===== src/rtl/irq_gate_pkg.sv =====
package irq_gate_pkg;

  localparam int REG_W  = 8;
  localparam int ADDR_W = 2;
  localparam int N_PINS = 3;

  // register addresses
  localparam logic [ADDR_W-1:0] ADR_CTRL = 2'd0;
  localparam logic [ADDR_W-1:0] ADR_SRC  = 2'd1;
  localparam logic [ADDR_W-1:0] ADR_FLAG = 2'd2;

  // control register bit positions
  localparam int CTRL_GEN_HI = 7;
  localparam int CTRL_GEN_LO = 6;
  localparam int CTRL_PRIO   = 5;

  // source register: enables at bit 0 upward, classes at this offset
  localparam int SRC_CLS_LSB = 4;

  typedef struct packed {
    logic gen_hi;
    logic gen_lo;
    logic prio_mode;
  } gate_ctl_t;

endpackage


===== src/rtl/irq_pin_detect.sv =====
module irq_pin_detect
  import irq_gate_pkg::*;
#(
  parameter int N           = N_PINS,
  parameter int SYNC_STAGES = 2
) (
  input  logic         clk,
  input  logic         rst_n,
  input  logic [N-1:0] pin_async,
  input  logic [N-1:0] edge_pol,
  input  logic [N-1:0] flag_clr,
  output logic [N-1:0] flags
);

  for (genvar i = 0; i < N; i++) begin : g_pin
    logic [SYNC_STAGES-1:0] sync_q;
    logic                   prev_q;
    logic                   flag_q;
    logic                   level;
    logic                   hit;

    assign level = sync_q[SYNC_STAGES-1];

    // edge found by comparing two synchronized samples; polarity only picks
    // which direction counts, so a polarity change alone cannot make a hit
    always_comb begin
      if (edge_pol[i]) hit = level & ~prev_q;
      else             hit = ~level & prev_q;
    end

    if (SYNC_STAGES > 1) begin : g_chain
      always_ff @(posedge clk or negedge rst_n) begin
        if (!rst_n) sync_q <= '0;
        else        sync_q <= {sync_q[SYNC_STAGES-2:0], pin_async[i]};
      end
    end else begin : g_single
      always_ff @(posedge clk or negedge rst_n) begin
        if (!rst_n) sync_q <= '0;
        else        sync_q <= pin_async[i];
      end
    end

    always_ff @(posedge clk or negedge rst_n) begin
      if (!rst_n) begin
        prev_q <= 1'b0;
        flag_q <= 1'b0;
      end else begin
        prev_q <= level;
        // a new event outranks a simultaneous clear
        flag_q <= hit | (flag_q & ~flag_clr[i]);
      end
    end

    assign flags[i] = flag_q;
  end

endmodule


===== src/rtl/irq_ctrl_regs.sv =====
module irq_ctrl_regs
  import irq_gate_pkg::*;
#(
  parameter int N = N_PINS
) (
  input  logic              clk,
  input  logic              rst_n,
  input  logic              wr,
  input  logic [ADDR_W-1:0] addr,
  input  logic [REG_W-1:0]  wdata,
  input  logic [N-1:0]      flags,
  output logic [REG_W-1:0]  rdata,
  output gate_ctl_t         gate,
  output logic [N-1:0]      edge_pol,
  output logic [N-1:0]      src_en,
  output logic [N-1:0]      src_hi,
  output logic [N-1:0]      flag_clr
);

  gate_ctl_t    gate_q;
  logic [N-1:0] pol_q;
  logic [N-1:0] en_q;
  logic [N-1:0] cls_q;

  logic wr_ctrl, wr_src, wr_flag;

  assign wr_ctrl = wr && (addr == ADR_CTRL);
  assign wr_src  = wr && (addr == ADR_SRC);
  assign wr_flag = wr && (addr == ADR_FLAG);

  always_ff @(posedge clk or negedge rst_n) begin
    if (!rst_n) begin
      gate_q <= '0;
      pol_q  <= '1;
    end else if (wr_ctrl) begin
      gate_q.gen_hi    <= wdata[CTRL_GEN_HI];
      gate_q.gen_lo    <= wdata[CTRL_GEN_LO];
      gate_q.prio_mode <= wdata[CTRL_PRIO];
      pol_q            <= wdata[N-1:0];
    end
  end

  always_ff @(posedge clk or negedge rst_n) begin
    if (!rst_n) begin
      en_q  <= '0;
      cls_q <= '0;
    end else if (wr_src) begin
      en_q  <= wdata[N-1:0];
      cls_q <= wdata[SRC_CLS_LSB +: N];
    end
  end

  assign flag_clr = wr_flag ? wdata[N-1:0] : '0;

  always_comb begin
    rdata = '0;
    case (addr)
      ADR_CTRL: begin
        rdata[CTRL_GEN_HI] = gate_q.gen_hi;
        rdata[CTRL_GEN_LO] = gate_q.gen_lo & gate_q.prio_mode;
        rdata[CTRL_PRIO]   = gate_q.prio_mode;
        rdata[N-1:0]       = pol_q;
      end
      ADR_SRC: begin
        rdata[N-1:0]            = en_q;
        rdata[SRC_CLS_LSB +: N] = cls_q;
      end
      ADR_FLAG: rdata[N-1:0] = flags;
      default:  rdata = '0;
    endcase
  end

  assign gate     = gate_q;
  assign edge_pol = pol_q;
  assign src_en   = en_q;
  assign src_hi   = cls_q;

endmodule


===== src/rtl/irq_req_gen.sv =====
module irq_req_gen
  import irq_gate_pkg::*;
#(
  parameter int N = N_PINS
) (
  input  logic         clk,
  input  logic         rst_n,
  input  logic [N-1:0] flags,
  input  logic [N-1:0] src_en,
  input  logic [N-1:0] src_hi,
  input  gate_ctl_t    gate,
  output logic         irq_hi,
  output logic         irq_lo
);

  logic [N-1:0] live;
  logic [N-1:0] hi_class;
  logic         hi_any, lo_any;
  logic         hi_d, lo_d;

  always_comb begin
    live     = flags & src_en;
    // without priority mode every source counts as high class
    hi_class = gate.prio_mode ? src_hi : '1;
    hi_any   = |(live & hi_class);
    lo_any   = |(live & ~hi_class);
    hi_d     = gate.gen_hi & hi_any;
    lo_d     = gate.gen_hi & gate.gen_lo & gate.prio_mode & lo_any;
  end

  always_ff @(posedge clk or negedge rst_n) begin
    if (!rst_n) begin
      irq_hi <= 1'b0;
      irq_lo <= 1'b0;
    end else begin
      irq_hi <= hi_d;
      irq_lo <= lo_d;
    end
  end

endmodule


===== src/rtl/irq_gate.sv =====
module irq_gate
  import irq_gate_pkg::*;
#(
  parameter int NUM_PINS    = N_PINS,
  parameter int SYNC_STAGES = 2
) (
  input  logic                clk,
  input  logic                rst_n,
  input  logic [NUM_PINS-1:0] ext_pin,
  input  logic                reg_wr,
  input  logic [ADDR_W-1:0]   reg_addr,
  input  logic [REG_W-1:0]    reg_wdata,
  output logic [REG_W-1:0]    reg_rdata,
  output logic                irq_hi,
  output logic                irq_lo
);

  gate_ctl_t           gate_w;
  logic [NUM_PINS-1:0] pol_w;
  logic [NUM_PINS-1:0] en_w;
  logic [NUM_PINS-1:0] cls_w;
  logic [NUM_PINS-1:0] clr_w;
  logic [NUM_PINS-1:0] flags_w;

  irq_ctrl_regs #(.N(NUM_PINS)) u_regs (
    .clk      (clk),
    .rst_n    (rst_n),
    .wr       (reg_wr),
    .addr     (reg_addr),
    .wdata    (reg_wdata),
    .flags    (flags_w),
    .rdata    (reg_rdata),
    .gate     (gate_w),
    .edge_pol (pol_w),
    .src_en   (en_w),
    .src_hi   (cls_w),
    .flag_clr (clr_w)
  );

  irq_pin_detect #(.N(NUM_PINS), .SYNC_STAGES(SYNC_STAGES)) u_detect (
    .clk       (clk),
    .rst_n     (rst_n),
    .pin_async (ext_pin),
    .edge_pol  (pol_w),
    .flag_clr  (clr_w),
    .flags     (flags_w)
  );

  irq_req_gen #(.N(NUM_PINS)) u_req (
    .clk    (clk),
    .rst_n  (rst_n),
    .flags  (flags_w),
    .src_en (en_w),
    .src_hi (cls_w),
    .gate   (gate_w),
    .irq_hi (irq_hi),
    .irq_lo (irq_lo)
  );

endmodule


===== config.mk =====
export PLATFORM = sky130hd
export DESIGN_NAME = irq_gate
export DESIGN_NICKNAME = d
export VERILOG_FILES = /design/src/rtl/irq_gate_pkg.sv /design/src/rtl/irq_pin_detect.sv /design/src/rtl/irq_ctrl_regs.sv /design/src/rtl/irq_req_gen.sv /design/src/rtl/irq_gate.sv
export SDC_FILE = /design/constraint.sdc
export NUM_CORES = 1
export LEC_CHECK = 0
export CAP_MARGIN = 25
export CORE_UTILIZATION = 25
export CTS_BUF_LIST = sky130_fd_sc_hd__clkbuf_2
export DETAILED_ROUTE_END_ITERATION = 8
export GPL_ROUTABILITY_DRIVEN = 0
export PLACE_DENSITY = 0.51
export SYNTH_ARGS = -nofsm -noshare
export SYNTH_HDL_FRONTEND = slang
export SYNTH_SLANG_ARGS = --single-unit

===== constraint.sdc =====
create_clock -name clk -period 2.9 [get_ports clk]
set_input_delay 0.58 -clock clk [delete_from_list [all_inputs] [get_ports clk]]
set_output_delay 0.58 -clock clk [all_outputs]
set_load 0.01 [all_outputs]

# ---- After elaboration in Yosys (flattened, before gate mapping)
# Index checks and enable logic that the tools add are counted.
dict set report word_totals {
  mem_bits_rw 0
  out_inout_bits 10
  mem_count 0
  latch_bits 0
  mem_bits_ro 0
  register_bits 26
}
dict set report op_classes {
  n_lt_le_gt_ge 0
  multipliers 0
  n_div 0
  n_addsub 0
  eq_ne 2
  bitwise 30
  shift 0
  muxes 9
  reduce_logical 6
}
# cell n
set op_table {}
lappend op_table {{1-bit AND} 14}
lappend op_table {{3-bit AND} 3}
lappend op_table {{1-bit NOT} 9}
lappend op_table {{3-bit one-hot mux with 3 select lines} 1}
lappend op_table {{3-bit 2-to-1 mux} 2}
lappend op_table {{3-bit OR reduction} 2}
lappend op_table {{1-bit 2-to-1 mux} 5}
lappend op_table {{2-bit one-hot mux with 2 select lines} 1}
lappend op_table {{1-bit logical AND} 3}
lappend op_table {{3-bit NOT} 1}
lappend op_table {{1-bit OR} 3}
lappend op_table {{2-bit by 1-bit == test with 1-bit output, second input constant} 1}
lappend op_table {{2-bit == test, second input constant} 1}
lappend op_table {{2-bit zero test} 1}

# ---- Logic depth before layout (Yosys ltp)
dict set report depth {
  depth_word 6
  depth_mapped 4
}

# ---- Cells and area by module
# A second synthesis with hierarchy kept.
dict set report unflattened {
  cells_unflattened 90
  hier_area_um2 1176.1
}
# mod cells_each area_each_um2 instances
set modules_own_cells {}
lappend modules_own_cells {irq_ctrl_regs 48 645.6 1}
lappend modules_own_cells {irq_pin_detect 27 399.1 1}
lappend modules_own_cells {irq_req_gen 15 131.4 1}

# ---- Least setup slack after synthesis
# No wires, ideal clock.
dict set report synth_path {
  path_type {input to output}
  start {input reg_addr[1]}
  end {output reg_rdata[0]}
  stages 3
  arrival_time_ns 1.093
  path_buffers 1
  slack_ns 1.227
  path_cell_list {buf_6 mux2i_1 o21ai_0}
}
dict set report synth_between {
  elab_chain_len 2
  word_cells_on_any_way 4
  cone_classes {2 x eq/ne; 1 x mux; 1 x reduce/logical}
}
# element line_no
set synth_rtl {}
lappend synth_rtl {{from (decl)} irq_gate.sv:11} ;# input logic [ADDR_W-1:0] reg_addr,
lappend synth_rtl {{2-bit == test (tied with other cells)} irq_ctrl_regs.sv:57} ;# case (addr)
lappend synth_rtl {{3-bit one-hot mux with 3 select lines (*)} irq_ctrl_regs.sv:57}
lappend synth_rtl {{to (decl)} irq_gate.sv:13} ;# output logic [REG_W-1:0] reg_rdata,
# Mark *: on every way between the ends. The rest lies on a longest branch, timed or not.

# ---- Worst setup path in the final report
dict set report layout_path {
  start {input reg_addr[0]}
  end {output reg_rdata[2]}
}
# Same word-level chain as after synthesis.

==> impl_metrics.toml <==
[run_status]
status = "complete, no violations"

[die]
dieArea_sq_um = 4780
floorplan.io_pins = 26
num_rows = 24
initial_utilization_pct = 25.9
chipWidth_um = 69.2
die-height_um = 69.2
floorplan.core_area_sq_um = 4350

[grt]
global_route.usage.total_pct = 9.46
antenna_found_initial = 0
pin_count_of_the_biggest_net_entering_global_routing = 27
first_global_vias = 825
grt_first_pass_wirelength_mm = 3.68
globalRoute.totalOverflow = 0

[layout]
mostFrequentLayoutCells = "dfrtp_1 (23), clkdlybuf4s50_1 (22), nand2_1 (12), mux2_2 (12), nor2_1 (6)"
nNetsFinal = 134
final_common_cell = "dfrtp_1"
antenna_cells_inserted = 0
design_area_sq_um = 1440
finalCoreUtilization_pct = 33.0
area_added_between_synthesis_and_finish_pct = 27.5
final_layout_size_suffix_gt1_share_pct = 21.4

[pwr]
pwr-share-comb_pct = 22.8
total_leakage_power_nw = 0.601
power_density_nw_per_um2 = 539
ir_drop_mv = 0.257
clkPwrFrac_pct = 17.6
switching_power_mw = 0.212
proportion_of_total_power_due_to_net_switching_pct = 27.3
power.share.sequential_pct = 59.6
p_int_mw = 0.563

[sta]
timing.final.setup_violations = 0
worst_clock_skew_ps = 16.3
fmax_ghz = 0.364
setup_repair_after_global_routing_missed_its_margin = "false"
worst_case_setup_margin_in_the_final_layout_ps = 155
finalWorstPathRequiredPeriod_ps = 2750
maxSlewViolCount = 0
fin_setup_tns_ps = 0
period_share_pct = 94.7
timing.final.hold_violations = 0

[drt]
detailroute.via_count = 730
drcViolationCount = 0
ant_nets = 0
number_of_detailed_route_iterations_in_the_first_pass = 4
via_per_inst = 4.32
route.detailed.wl_per_inst_um = 12.5
drt_first_iter_violations = 17
route.final.wire_length_mm = 2.12

[clock_tree]
tritoncts.num_buffers = 3
clock_tree.htree_level_count = 1
insertion_delay_ps = 340
post_cts.repair.setup_buffers = 0
postCtsHoldBufs = 0
number_of_clock_sinks_seen_by_cts = 26
ctsRootBufferMaster = "clkbuf_2"
cts-root-to-sink-buffers = 2
worst_setup_hold_path_clk_slew_ps = 210
cts_tree = "built"

[hold_path]
holdCritPathClass = "reg -> reg"

[critical_path]
setup.worst_path.end_class = "primary output"
cp-start-kind = "input pin"
cpPeakStageDelay_ps = 590
critPathMaxFanout = 5
timing.critical_path.arrival_ps = 2170
path_class = "in -> out"
cpMostUsedCell = "clkdlybuf4s50_1"
slowest_stage_cell_cp = "clkdlybuf4s50_1"
critical_path.cell_chain = "clkdlybuf4s50_1 > nor2b_4 > nand2_1 > o21ai_0 > clkdlybuf4s50_1"
required_time_of_the_critical_path_ps = 2320

[synth]
synth_area_per_cell_sq_um = 12.5
yosys_warnings = 0
postSynthNetCount = 106
yosys.area.top_type_share_pct = 51.1
synth_sequential_area_ratio_pct = 58.0
post-synth-top-area-cell = "dfrtp_1"
yosys.cell_types.count = 24
synth_area_sq_um = 1130
synth_area_leaders = "dfrtp_1 (51%), mux2_2 (12%), dfstp_2 (7.0%), nand2_1 (4.0%), mux2i_1 (3.6%)"
synth-seq-cells = 26
synthCells = 90

[flow_run]
max_cap_viol_count = 0

[placed_design]
hpwl_mm = 1.56
numPortBuffers = 23
placed_cell_area_sq_um = 1420
dp_slack_ps = 88.9
[path summary, 6_finish.rpt]
check,startpoint,to,slack (ps),depth (start not counted)
max in group asynchronous,rst_n,u_regs.edge_pol[0],2040,2
max,reg_addr[0],reg_rdata[2],150,5
min in group asynchronous,rst_n,u_detect.g_pin[0].flag_q,550,2
min,u_detect.g_pin[0].sync_q[0],u_detect.g_pin[0].sync_q[1],380,0
max reg2reg,u_regs.gate[0],u_req.irq_hi,1840,3
min reg2reg,u_detect.g_pin[0].sync_q[0],u_detect.g_pin[0].sync_q[1],380,0
[critical path: cells and delay by family]
family	cells	cell delay, ps
buf+inv	2	1140
simple gates	2	330
compound gates	1	110
[stage by stage]
step,power [mW],hold WS (ps),cells
global route,0.828,391,169
finish,0.775,377,169
detailed placement,0.649,336,165
CTS,0.790,382,169
global placement,0.643,334,165
floorplan,0.561,284,90
[repair_timing]
action | CTS | global route
setup endpoints to repair | 0 | 1
resized for setup | 0 | 1
hold endpoints to repair | 0 | 0
[power by group through the flow]
stage	Clock (mW)	Sequential [mW]	Combinational [mW]
after detailed placement	0	0.470	0.179
after global placement	0	0.466	0.177
final	0.136	0.462	0.177
after global routing	0.163	0.471	0.194
after CTS	0.147	0.462	0.181
after floorplan	0	0.458	0.103
[sequential cells by signal (all words and copies together) (netlist names)]
signal / count
u_req.irq_lo: 1
u_regs.src_hi: 3
u_detect.g_pin.sync_q: 6
u_regs.gate: 3
u_regs.edge_pol: 3
u_regs.src_en: 3
u_req.irq_hi: 1
u_detect.g_pin.flag_q: 3
u_detect.g_pin.prev_q: 3
[synth_stat cells]
cell,number
buf_4,1
nand2_4,1
nor3b_1,2
dfrtp_1,23
nor2b_4,1
a21oi_1,1
nor2_1,6
a31oi_1,1
a221o_1,3
dfstp_2,3
o21a_1,1
mux2i_1,4
and3b_1,1
o22ai_1,1
and2_1,1
conb_1,1
nand2_1,12
buf_6,2
nand3b_1,1
nor3b_4,1
nand3_1,4
o21ai_0,3
mux2_2,12
nor2b_1,4
[logic make-up after synthesis]
kind of cell / after synthesis / synth area share, %
and+or+nand+nor: 34 / 17.2
other: 1 / 0.333
buffers and inverters: 3 / 2.66
muxes: 16 / 15.5
AOI/OAI and AO/OA: 10 / 6.22
DFF: 26 / 58.0
[routing by layer]
layer	part of all wire, %	vias to the layer above	routed length (um)	global-route usage [%]
met5	0	-	0	0
met4	0	0	0	1.36
met3	4.6	0	97	2.63
met2	50	19	1050	17.0
met1	46	344	970	11.4
li1	-	367	-	-
[layout make-up]
| class | instances | area, sq um |
|---|---|---|
| Clock buffer | 4 | 20.0 |
| Multi-Input combinational cell | 61 | 443 |
| Fill cell | 449 | 2920 |
| Tap cell | 52 | 65.1 |
| Timing Repair Buffer | 26 | 255 |
| Sequential cell | 26 | 654 |
(Power assumes the default switching activity.)
